**config.mk**
```make
export PLATFORM = sky130hd
export DESIGN_NAME = wdt_escalate
export DESIGN_NICKNAME = d
export VERILOG_FILES = /design/src/rtl/wdt_pkg.sv /design/src/rtl/wdt_prescaler.sv /design/src/rtl/wdt_core.sv /design/src/rtl/wdt_escalate.sv
export SDC_FILE = /design/constraint.sdc
export NUM_CORES = 1
export LEC_CHECK = 0
export CAP_MARGIN = 10
export CORE_ASPECT_RATIO = 0.5
export CORE_MARGIN = 1
export CORE_UTILIZATION = 40
export DETAILED_ROUTE_END_ITERATION = 8
export HOLD_SLACK_MARGIN = 0.03
export SYNTH_ARGS = -nofsm -noshare
export SYNTH_HDL_FRONTEND = slang
export SYNTH_SLANG_ARGS = --single-unit
```
**constraint.sdc**
```tcl
create_clock -name clk -period 3.5 [get_ports clk]
set_clock_uncertainty 0.1 [all_clocks]
set_input_delay 0.525 -clock clk [delete_from_list [all_inputs] [get_ports clk]]
set_output_delay 0.525 -clock clk [all_outputs]
set_load 0.02 [all_outputs]
```
**src/rtl/wdt_pkg.sv**
```systemverilog
package wdt_pkg;
    typedef enum logic [1:0] {
        ST_IDLE = 2'd0,
        ST_IRQ  = 2'd1,
        ST_NMI  = 2'd2,
        ST_RST  = 2'd3
    } stage_e;
endpackage

```
**src/rtl/wdt_prescaler.sv**
```systemverilog
module wdt_prescaler #(
    parameter int PRE_LOG2 = 8
) (
    input  logic clk,
    input  logic rst_n,
    input  logic clr,
    input  logic en,
    output logic tick
);
    localparam logic [PRE_LOG2-1:0] LAST = {PRE_LOG2{1'b1}};

    logic [PRE_LOG2-1:0] pre_d, pre_q;

    always_comb begin
        pre_d = pre_q;
        if (clr)
            pre_d = '0;
        else if (en)
            pre_d = pre_q + 1'b1;
    end

    always_ff @(posedge clk or negedge rst_n) begin
        if (!rst_n)
            pre_q <= '0;
        else
            pre_q <= pre_d;
    end

    assign tick = en && !clr && (pre_q == LAST);
endmodule

```
**src/rtl/wdt_core.sv**
```systemverilog
module wdt_core
    import wdt_pkg::*;
#(
    parameter int LEN_W = 16,
    parameter int CNT_W = 24
) (
    input  logic             clk,
    input  logic             rst_n,
    input  logic             cfg_we,
    input  logic [LEN_W-1:0] cfg_len,
    input  logic [1:0]       cfg_mode,
    input  logic             poke,
    input  logic             tick,
    output logic             run,
    output logic [CNT_W-1:0] count,
    output logic             irq,
    output logic             nmi,
    output logic             srst
);
    localparam int LOW_W = CNT_W - LEN_W;

    typedef struct packed {
        logic [LEN_W-1:0] len;
        logic [1:0]       mode;
        logic [CNT_W-1:0] cnt;
        stage_e           stage;
        logic             srst;
    } core_st_t;

    core_st_t st_d, st_q;
    logic     frozen;
    stage_e   next_stage;

    // The last stage the mode allows has the same code as the mode itself.
    assign frozen = (st_q.stage == stage_e'(st_q.mode));
    assign run    = (st_q.mode != 2'd0) && !frozen;

    always_comb begin
        case (st_q.stage)
            ST_IDLE: next_stage = ST_IRQ;
            ST_IRQ:  next_stage = ST_NMI;
            default: next_stage = ST_RST;
        endcase
    end

    always_comb begin
        st_d      = st_q;
        st_d.srst = 1'b0;
        if (cfg_we) begin
            st_d.len   = cfg_len;
            st_d.mode  = cfg_mode;
            st_d.cnt   = {cfg_len, {LOW_W{1'b0}}};
            st_d.stage = ST_IDLE;
        end else if (poke) begin
            st_d.cnt   = {st_q.len, {LOW_W{1'b0}}};
            st_d.stage = ST_IDLE;
        end else if (tick) begin
            if (st_q.cnt == '0) begin
                st_d.stage = next_stage;
                st_d.cnt   = {st_q.len, {LOW_W{1'b0}}};
                st_d.srst  = (next_stage == ST_RST);
            end else begin
                st_d.cnt = st_q.cnt - 1'b1;
            end
        end
    end

    always_ff @(posedge clk or negedge rst_n) begin
        if (!rst_n)
            st_q <= '{len: '0, mode: 2'd0, cnt: '0, stage: ST_IDLE, srst: 1'b0};
        else
            st_q <= st_d;
    end

    assign count = st_q.cnt;
    assign irq   = (st_q.stage != ST_IDLE);
    assign nmi   = (st_q.stage == ST_NMI) || (st_q.stage == ST_RST);
    assign srst  = st_q.srst;
endmodule

```
**src/rtl/wdt_escalate.sv**
```systemverilog
module wdt_escalate #(
    parameter int NUM_CORES = 2,
    parameter int LEN_W     = 16,
    parameter int CNT_W     = 24,
    parameter int PRE_LOG2  = 8,
    parameter int SEL_W     = (NUM_CORES > 1) ? $clog2(NUM_CORES) : 1
) (
    input  logic                 clk,
    input  logic                 rst_n,
    input  logic [NUM_CORES-1:0] cfg_we,
    input  logic [LEN_W-1:0]     cfg_len,
    input  logic [1:0]           cfg_mode,
    input  logic [NUM_CORES-1:0] poke,
    input  logic [SEL_W-1:0]     rd_sel,
    output logic [CNT_W-1:0]     rd_count,
    output logic [NUM_CORES-1:0] irq_o,
    output logic [NUM_CORES-1:0] nmi_o,
    output logic [NUM_CORES-1:0] srst_o
);
    logic [CNT_W-1:0] cnt_all [NUM_CORES];

    for (genvar c = 0; c < NUM_CORES; c++) begin : g_core
        logic tick_c;
        logic run_c;

        wdt_prescaler #(.PRE_LOG2(PRE_LOG2)) i_pre (
            .clk   (clk),
            .rst_n (rst_n),
            .clr   (cfg_we[c] | poke[c]),
            .en    (run_c),
            .tick  (tick_c)
        );

        wdt_core #(.LEN_W(LEN_W), .CNT_W(CNT_W)) i_core (
            .clk      (clk),
            .rst_n    (rst_n),
            .cfg_we   (cfg_we[c]),
            .cfg_len  (cfg_len),
            .cfg_mode (cfg_mode),
            .poke     (poke[c]),
            .tick     (tick_c),
            .run      (run_c),
            .count    (cnt_all[c]),
            .irq      (irq_o[c]),
            .nmi      (nmi_o[c]),
            .srst     (srst_o[c])
        );
    end

    always_comb begin
        rd_count = '0;
        for (int c = 0; c < NUM_CORES; c++)
            if (rd_sel == SEL_W'(c))
                rd_count = cnt_all[c];
    end
endmodule

```
; Word level (Yosys, flattened, before mapping)
; Index checks and enable logic that the tools add are counted.
[totals]
register_bits = 106
inputBits = 25
out_inout_bits = 30
word_cells = 79
[classes]
n_addsub = 4
eq_ne = 12
mux = 21
bitwise = 2
reduce_logical = 28
[op_table]
columns = operator, count
row1 = two-way mux 26 bit, 4
row2 = two-way mux 24 bit, 3
row3 = two-way mux 27 bit, 2
row4 = zero test 24 bit, 2
row5 = subtractor 24 x 1 -> 24 bit (second input constant), 2
row6 = two-way mux 8 bit, 4
row7 = adder 8 x 1 -> 8 bit (second input constant), 2
row8 = equality test 8 bit (second input constant), 2
row9 = equality test 2 bit (second input constant), 6
row10 = nonzero test 2 bit, 6
row11 = nonzero test 3 bit, 4
row12 = case mux 2 bit (2 select lines), 2
row13 = logical AND 1 bit, 6
row14 = two-way mux 3 bit, 2
row15 = equality test 2 x 1 -> 1 bit (second input constant), 2
row16 = equality test 2 bit, 2
row17 = zero test 1 bit, 4
row18 = zero test 2 bit, 2
row19 = two-way mux 1 bit, 4
row20 = AND reduction 2 bit, 2
row21 = logical OR 1 bit, 2
row22 = OR 1 bit, 2

; Depth between registers and ports, before layout
; Gate-level depths: netlist of the first run.
[depth]
depth_word = 8
mapped_depth = 10
depth_no_buf = 8

; Modules after synthesis
; Synthesis of the first run repeated with hierarchy kept, for this count alone.
[unflattened]
cells_unflattened = 764
area_unflattened_um2 = 7110.6
[modules_own_cells]
columns = mod, n_inst, cells_each, area_per_inst_um2, seq_area_each_um2
row1 = wdt_core (g_core[1].i_core), 1, 331, 2959.1, 1126.1
row2 = wdt_core (g_core[0].i_core), 1, 326, 2936.6, 1126.1
row3 = wdt_prescaler, 2, 39, 402.9, 200.2
row4 = wdt_escalate, 1, 29, 409.1, 0.0

; Worst setup path before layout of the first run
; Ideal clock, no wire load.
[synth_timing]
path_type = register -> register
from = reg g_core[1].i_core.st_q, in the netlist g_core[1].i_core.count[0]
to = reg g_core[1].i_core.st_q, in the netlist g_core[1].i_core.count[14]
setup_ns = 0.074
arrival_time_ns = 2.336
t_required_ns = 3.326
slack_ns = 0.990
stages_incl_launch_ff = 9
cell_sequence = dfrtp_1 inv_1 ha_1 or4b_4 or3_4 or3_1 xor2_1 a211o_1 o21ai_2
[synth_via]
elab_chain_cells = 5
[synth_lines]
columns = item, line
row1 = from (decl), wdt_core.sv:30  ; core_st_t st_d, st_q;
row2 = from (signal assigned), wdt_core.sv:70  ; st_q <= '{len: '0, mode: 2'd0, cnt: '0, stage: ST_IDLE, srst: 1'b0};
row3 = from (signal assigned), wdt_core.sv:72  ; st_q <= st_d;
row4 = subtractor 24 x 1 -> 24 bit or zero test 24 bit (tied branches), "wdt_core.sv:63, wdt_core.sv:58"
row5 = two-way mux 24 bit *, wdt_core.sv:58  ; if (st_q.cnt == '0) begin
row6 = two-way mux 27 bit *, wdt_core.sv:57  ; end else if (tick) begin
row7 = two-way mux 26 bit *, wdt_core.sv:54  ; end else if (poke) begin
row8 = two-way mux 26 bit *, wdt_core.sv:49  ; if (cfg_we) begin
; Every way passes the cells marked *; elsewhere a longest branch is shown, timed or not. The select of a mux whose other input is x is not followed.
; A chain may end at the register's enable or synchronous reset.

; Worst setup path in the final report of the first run
[layout_timing]
from = in rd_sel
to = out rd_count[20]
[layout_via]
elab_chain_cells = 1
[layout_lines]
columns = item, line
row1 = from (decl), wdt_escalate.sv:14  ; input logic [SEL_W-1:0] rd_sel,
row2 = two-way mux 24 bit, wdt_escalate.sv:53  ; if (rd_sel == SEL_W'(c))
row3 = to (decl), wdt_escalate.sv:15  ; output logic [CNT_W-1:0] rd_count,
; No other way between the ends.

==> results of run 1 <==
cells by family (layout without fill, tap and decap cells):
kind of cell	Yosys count	in the layout	synth area share
AND/OR/NAND/NOR	247	247	0.204
AO/OA/AOI/OAI	158	158	0.167
flip-flops	106	106	0.429
buffers and inverters	60	105	0.0413
multiplexers	59	59	0.106
XOR/XNOR	29	29	0.0411
adder cells (fa/ha/maj)	6	6	0.0121
Yosys cell counts, drive strengths merged, types with 3 or more instances:
cell,number,area share
nor4,16,0.016
nor2,67,0.041
a21oi,25,0.020
nor2b,4,0.0040
or4,7,0.0097
mux2,52,0.095
a211o,3,0.0043
nor3,23,0.019
o22ai,14,0.014
a221oi,10,0.014
or3,7,0.0081
mux2i,7,0.011
a211oi,5,0.0061
o2111ai,3,0.0043
dfrtp,106,0.43
nand3b,3,0.0036
o21a,6,0.0073
or2,6,0.0061
nand2,51,0.031
ha,6,0.012
and3,8,0.0081
o211ai,10,0.012
o21ai,45,0.037
clkbuf,33,0.020
a22o,5,0.0071
nor4b,3,0.0043
nand2b,5,0.0051
buf,11,0.011
inv,16,0.0097
nand4,16,0.016
xor2,24,0.034
xnor2,5,0.0071
nand3,19,0.015
a31oi,12,0.012
and2,4,0.0040
flip-flops by register name, indices dropped and copies added (netlist names):
| signal | flops |
|---|---|
| g_core.i_core.count | 48 |
| g_core.i_core.srst | 2 |
| g_core.i_core.st_q | 40 |
| g_core.i_pre.pre_q | 16 |
placed cells by master, fill, tap and decap left out, drive strengths merged, types with 6 or more instances in the layout:
cell / synthesis / routed
nand4: 16 / 16
or4: 7 / 7
or2: 6 / 6
nor2: 67 / 67
nand3: 19 / 19
nand2: 51 / 51
o211ai: 10 / 10
a31oi: 12 / 12
and3: 8 / 8
xor2: 24 / 24
mux2i: 7 / 7
a221oi: 10 / 10
mux2: 52 / 52
clkdlybuf4s50: 0 / 53
inv: 16 / 19
clkbuf: 33 / 9
nor3: 23 / 23
or3: 7 / 7
ha: 6 / 6
o21a: 6 / 6
o21ai: 45 / 45
o22ai: 14 / 14
nor4: 16 / 16
a21oi: 25 / 25
dfrtp: 106 / 106
buf: 11 / 20
cell type report:
cell class / count / area, um^2
fillers: 1402 / 7540
repair buffers: 73 / 693
flip-flops and latches: 106 / 2650
clock inverters: 7 / 85.1
multi-input cells: 499 / 3280
clock buffers: 9 / 225
well taps: 198 / 248
inverters: 16 / 60.1
report_power, final:
part | internal, uW | switching [uW] | total (uW)
Combinational | 220 | 237 | 457
Clock | 570 | 504 | 1070
Sequential | 1310 | 117 | 1430
Total | 2100 | 858 | 2960
worst register-to-register path, cell delays in order (launching register included):
cell,delay [ns]
dfrtp_1,0.51
or4_1,0.67
nor3b_1,0.49
nand4_1,0.43
o211ai_1,0.32
nand3_1,0.11
worst paths after layout:
path                                                               end  slack, ns                                    from  depth (start not counted)
worst max-delay path                                      rd_count[20]       0.63                                  rd_sel                          4
worst min-delay path              g_core[0].i_pre.pre_q[1]$_DFFE_PN0P_       0.15                                   rst_n                          1
worst max register to register  g_core[1].i_core.count[12]$_DFFE_PN0P_       0.75  g_core[1].i_core.count[12]$_DFFE_PN0P_                          5
worst min register to register   g_core[1].i_core.st_q[40]$_DFFE_PN0P_       0.43   g_core[1].i_core.st_q[40]$_DFFE_PN0P_                          1
max in group asynchronous         g_core[0].i_pre.pre_q[4]$_DFFE_PN0P_       2.44                                   rst_n                          2
min in group clk                 g_core[1].i_core.st_q[40]$_DFFE_PN0P_       0.43   g_core[1].i_core.st_q[40]$_DFFE_PN0P_                          1
through the flow:
step / cell area (um^2) / hold slack [ns] / total power [uW] / std cells / worst slack (ns)
2_1_floorplan: 6180 / 0.129 / 1680 / 665 / 0.990
3_3_place_gp: 6930 / 0.406 / 1890 / 892 / 0.684
3_5_place_dp: 6930 / 0.412 / 1900 / 892 / 0.636
4_1_cts: 7240 / 0.168 / 2980 / 908 / 0.628
5_1_grt: 7240 / 0.205 / 3080 / 908 / 0.578
6_report: 7240 / 0.148 / 2960 / 908 / 0.632
per-layer routing:
layer  global-route usage  up-vias  part of all wire
li1                     -     2530                 -
met1                0.363     2649              0.50
met2                0.338      173              0.43
met3               0.0415       19             0.060
met4               0.0520        2             0.010
met5                    0        -           0.00044
==> metrics.md, run 1 <==
| Metric | Value |
|---|---|
| Post-synthesis cell area | `a little over 6000 um^2` |
| Final worst path period share | `0.819` |
| Worst Setup Start Kind | `primary input` |
| Post-CTS Setup Repair Bufs | `0` |
| Routed Antenna Nets | `0` |
| H-tree depth | `3` |
| Synth Register Bits | `about 110` |
| Final Core Density | `0.490` |
| Critical Path Fanout Max | `30` |
| Delay-heaviest family, CP | `buffers and inverters` |
| Most used cell, CP | `clkdlybuf4s50_1` |
| First-pass GRT wire length | `~29 mm` |
| Synthesized net count | `just under 700` |
| Initial Util | `0.418` |
| Clock Sinks | `approximately 110` |
| Drt drc | `0` |
| Gr usage total | `0.235` |
| Max stage delay on crit path | `approximately 0.55 ns` |
| Initial antenna violation count | `1` |
| Buffers & Inverters on Critical Path | `3` |
| Hold crit path type | `in2async` |
| Max Root-Sink Buffers | `2` |
| Vias in the first global route | `between 5k and 6k` |
| Rows | `31` |
| Max-Cap Viols | `0` |
| Worst-path cell chain | `clkdlybuf4s50_1 -> buf_4 -> mux2_2 -> clkdlybuf4s50_1` |
| CTS clk-pin slew, worst paths | `about 0.080 ns` |
| Number of synthesized flops with an enable pin | `0` |
| Die area | `~16000 um^2` |
| Share of cells above drive strength 1 | `0.148` |
| Setup Total Neg Slack | `0 ns` |
| Post-synth top flop | `dfrtp_1` |
| Chip Width | `178 um` |
| WP data arrival | `between 2 and 2.5 ns` |
| Critical Path End Type | `output port` |
| Ys Warns | `0` |
| PortBufs | `54` |
| Number of I/O pins | `between 50 and 60` |
| Slew Limit Fails | `0` |
| CTS Hold Bufs | `0` |
| Area Growth Syn to Fin | `17.1%` |
| Root Driver | `clkbuf_16` |
| Pleak | `0.00298 uW` |
| RSZ-0062 raised after global routing | `no` |
| 1st-iter DRT viols | `about 500` |
| Outcome | `complete, no violations` |
| Cell area power density | `roughly 410 nW/um^2` |
| Final setup viols | `0` |
| Core Area | `approximately 15000 um^2` |
| Largest net degree at the start of global routing | `60` |
| GRT Residual Overflow | `0` |
| Die H | `roughly 90 um` |
| Post-Route WL | `roughly 18 mm` |
| Synth unique cells | `64` |
| Via Count | `5373` |
| Least-Margin Pin Slew | `0.815 ns` |
| Critical Path RT | `between 2 and 3 ns` |
| Fraction of registers with async set/reset | `1.00` |
| Mean Syn Cell Area | `just over 9 um^2` |
| Slew HR | `0.452` |
| Final weighted congestion in routability-driven placement | `slightly below 0.9` |
| Slowest-stage cell, CP | `clkdlybuf4s50_1` |
| Fin. Hold Viols | `0` |
| FMAX | `about 350 MHz` |
| Worst skew pair latency | `around 0.36 ns` |
| Sequential cell area fraction in the yosys report | `0.429` |
| TritonRoute pass-1 iters | `5` |
| Total CTS buffers | `9` |
| Post-DP HPWL | `~13 mm` |
| Kind of critical path | `in2out` |
| PostCTS Resize Cnt | `0` |
| CTS tree | `yes` |
| Detail-routed via count per cell | `roughly 6` |
| Final min period | `between 2 and 3 ns` |
| Diodes inserted | `0` |
| Peak supply drop | `0.257 mV` |
| Synthesized instance count | `around 670` |
| DR WL/cell | `~20 um` |
| Final #Nets | `736` |
Note: power is estimated with default switching activity, not from simulation.
==> run 2, diff against run 1 <==
clock period = 2.6 ns   (was 3.5 ns; I/O delays follow)
==> metrics.md, run 2 (synthesized netlist as in run 1, its figures left out) <==
| Metric | Value |
|---|---|
| Critical Path RT | `2.80 ns (-0.07 ns)` |
| Number of I/O pins | `55 (unchanged)` |
| Overall power | `4090 uW (+38%)` |
| R2R Setup Slk | `0.10 ns (-0.65 ns)` |
| Post-CTS Setup Repair Bufs | `0 (unchanged)` |
| Drt drc | `0 (unchanged)` |
| Diodes inserted | `0 (unchanged)` |
| Finished Layout Cells | `971 (+6.9%)` |
| Outcome | `complete, no violations` |
| Delay-heaviest family, CP | `simple AND/OR/NAND/NOR gates` |
| Root Driver | `clkbuf_16` |
| Detail-routed via count per cell | `5.83 (-1.5%)` |
| Post-DP HPWL | `13.8 mm (+5.8%)` |
| Cells on worst reg2reg path | `8 (+3)` |
| Met3 Wirelength | `1.10 mm (+2.3%)` |
| PortBufs | `54 (unchanged)` |
| Via Count | `5660 (+5.3%)` |
| Peak supply drop | `0.348 mV (+36%)` |
| WP data arrival | `2.70 ns (+0.46 ns)` |
| Routed Antenna Nets | `0 (unchanged)` |
| Clock Sinks | `106 (unchanged)` |
| Final weighted congestion in routability-driven placement | `0.929 (+5.1%)` |
| TritonRoute pass-1 iters | `5 (unchanged)` |
| Max-Cap Viols | `0 (unchanged)` |
| Worst Setup Start Kind | `flip-flop` |
| Hold crit path type | `reg2reg` |
| Initial Util | `0.418 (unchanged)` |
| Core Area | `14800 um^2 (unchanged)` |
| RSZ-0062 raised after global routing | `no` |
| Max Root-Sink Buffers | `2 (unchanged)` |
| Setup Total Neg Slack | `0 ns (unchanged)` |
| Cell area power density | `528 nW/um^2 (+29%)` |
| H-tree depth | `3 (unchanged)` |
| Worst setup endpoint | `g_core[1].i_core.count[14]$_DFFE_PN0P_` |
| Hold Path Depth | `1` |
| RR Endpoint | `g_core[1].i_core.count[14]$_DFFE_PN0P_` |
| CTS clk-pin slew, worst paths | `0.08 ns (about the same)` |
| Critical Path End Type | `flip-flop` |
| Fin. Hold Viols | `0 (unchanged)` |
| Die area | `16000 um^2 (unchanged)` |
| Share of cells above drive strength 1 | `0.223 (+0.0746)` |
| Slew Limit Fails | `0 (unchanged)` |
| Critical Path Fanout Max | `5 (-83%)` |
| Slew HR | `0.480 (+0.0282)` |
| WP depth | `8 (+4)` |
| Area Growth Syn to Fin | `25.5%` |
| Max stage delay on crit path | `0.50 ns (-0.05 ns)` |
| Worst-path cell chain | `inv_1 -> ha_1 -> or4b_4 -> or3_4 -> or3_1 -> xor2_1 -> a211o_1 -> o21ai_2` |
| Final #Nets | `799 (+8.6%)` |
| Most common cell after layout, fill and taps aside | `dfrtp_1` |
| GRT Residual Overflow | `0 (unchanged)` |
| First-pass GRT wire length | `30.9 mm (+7.8%)` |
| Final setup viols | `0 (unchanged)` |
| 1st-iter DRT viols | `452 (-8.7%)` |
| Hold_ws | `0.430 ns (+0.281 ns)` |
| Die H | `89.9 um (unchanged)` |
| Reg-to-reg startpoint | `g_core[1].i_core.count[0]$_DFFE_PN0P_` |
| Chip Width | `178 um (unchanged)` |
| Worst skew pair latency | `0.36 ns (about the same)` |
| Least-Margin Pin Slew | `0.777 ns (-0.0376 ns)` |
| FMAX | `approximately 400 MHz` |
| Buffers & Inverters on Critical Path | `1 (-2)` |
| Vias in the first global route | `5626 (+12%)` |
| Final worst path period share | `0.961` |
| Final min period | `about 2.5 ns` |
| Largest net degree at the start of global routing | `42 (-30%)` |
| Critical path startpoint | `g_core[1].i_core.count[0]$_DFFE_PN0P_` |
| Rows | `31 (unchanged)` |
| Post-Route WL | `18.6 mm (+3.0%)` |
| Initial antenna violation count | `0 (-1)` |
| CTS tree | `yes` |
| Gr usage total | `0.251 (+0.0159)` |
| Placed Cells | `954 (+7.0%)` |
| Top Metal Used | `met4` |
| Total CTS buffers | `9 (unchanged)` |
| Kind of critical path | `reg2reg` |
| Max reg flops | `48 (unchanged)` |
| WL met2 | `7.94 mm (+2.0%)` |
| Slowest-stage cell, CP | `or4b_4` |
| Pleak | `0.00331 uW (+11%)` |
| Sum of routed wire segments on met1 | `9.30 mm (+2.7%)` |
| Commonest non-fill, non-tap cells in the layout | `dfrtp_1 (106), buf_4 (80), nor2_1 (66)` |
| DR WL/cell | `19.2 um (-3.7%)` |
[run 2: cell count changes in the layout (fill, tap and decap cells not counted), moves of 2 or more]
cell	before	now
nor4_2	0	2
inv_6	1	4
nor4_1	16	14
buf_4	19	80
clkinvlp_4	2	0
[run 2: area by class of cell]
class                           instances  area (um^2)
Timing Repair Buffer                  136         1180
Clock inverter                          7         92.6
Tap cell                              198          248
Fill cell                            1382         7020
Sequential cell                       106         2650
Inverter                               16         60.1
Clock buffer                            9          225
Multi-Input combinational cell        499         3300
[run 2: routing by layer]
layer	global-route usage	vias up
met2	0.359	182
li1	-	2661
met3	0.0431	28
met4	0.0677	0
met5	0	-
met1	0.384	2789
[run 2: what timing repair did]
action,in CTS,in global routing
hold buffers,1,0
endpoints found under the setup margin,0,14
endpoints found under the hold margin,38,0
resized for setup,0,5
[run 2: worst min path at each step]
stage / from / to
after floorplan: rst_n / g_core[0].i_core.count[0]$_DFFE_PN0P_
after global routing: g_core[1].i_core.st_q[42]$_DFFE_PN0P_ / g_core[1].i_core.st_q[42]$_DFFE_PN0P_
final: g_core[1].i_core.st_q[38]$_DFFE_PN0P_ / g_core[1].i_core.st_q[38]$_DFFE_PN0P_
after global placement: rst_n / g_core[0].i_pre.pre_q[6]$_DFFE_PN0P_
after detailed placement: rst_n / g_core[0].i_pre.pre_q[3]$_DFFE_PN0P_
after CTS: g_core[1].i_core.st_q[32]$_DFFE_PN0P_ / g_core[1].i_core.st_q[32]$_DFFE_PN0P_
[run 2: through the flow]
stage / util / instance area, um^2 / worst slack, ns
floorplan: - / 6180 / 0.0904
global placement: 0.501 / 7410 / 0.0250
CTS: 0.523 / 7730 / 0.0123
finish: 0.525 / 7760 / 0.103
detailed placement: 0.501 / 7410 / -0.0755
global route: 0.525 / 7760 / 0.00265
[run 2: power by group]
group	switching [uW]	internal, uW	leakage [uW]	total (uW)
Combinational	379	350	0.00183	729
Sequential	108	1760	0.00132	1870
Clock	716	778	0.000156	1490
Total	1200	2890	0.00331	4090
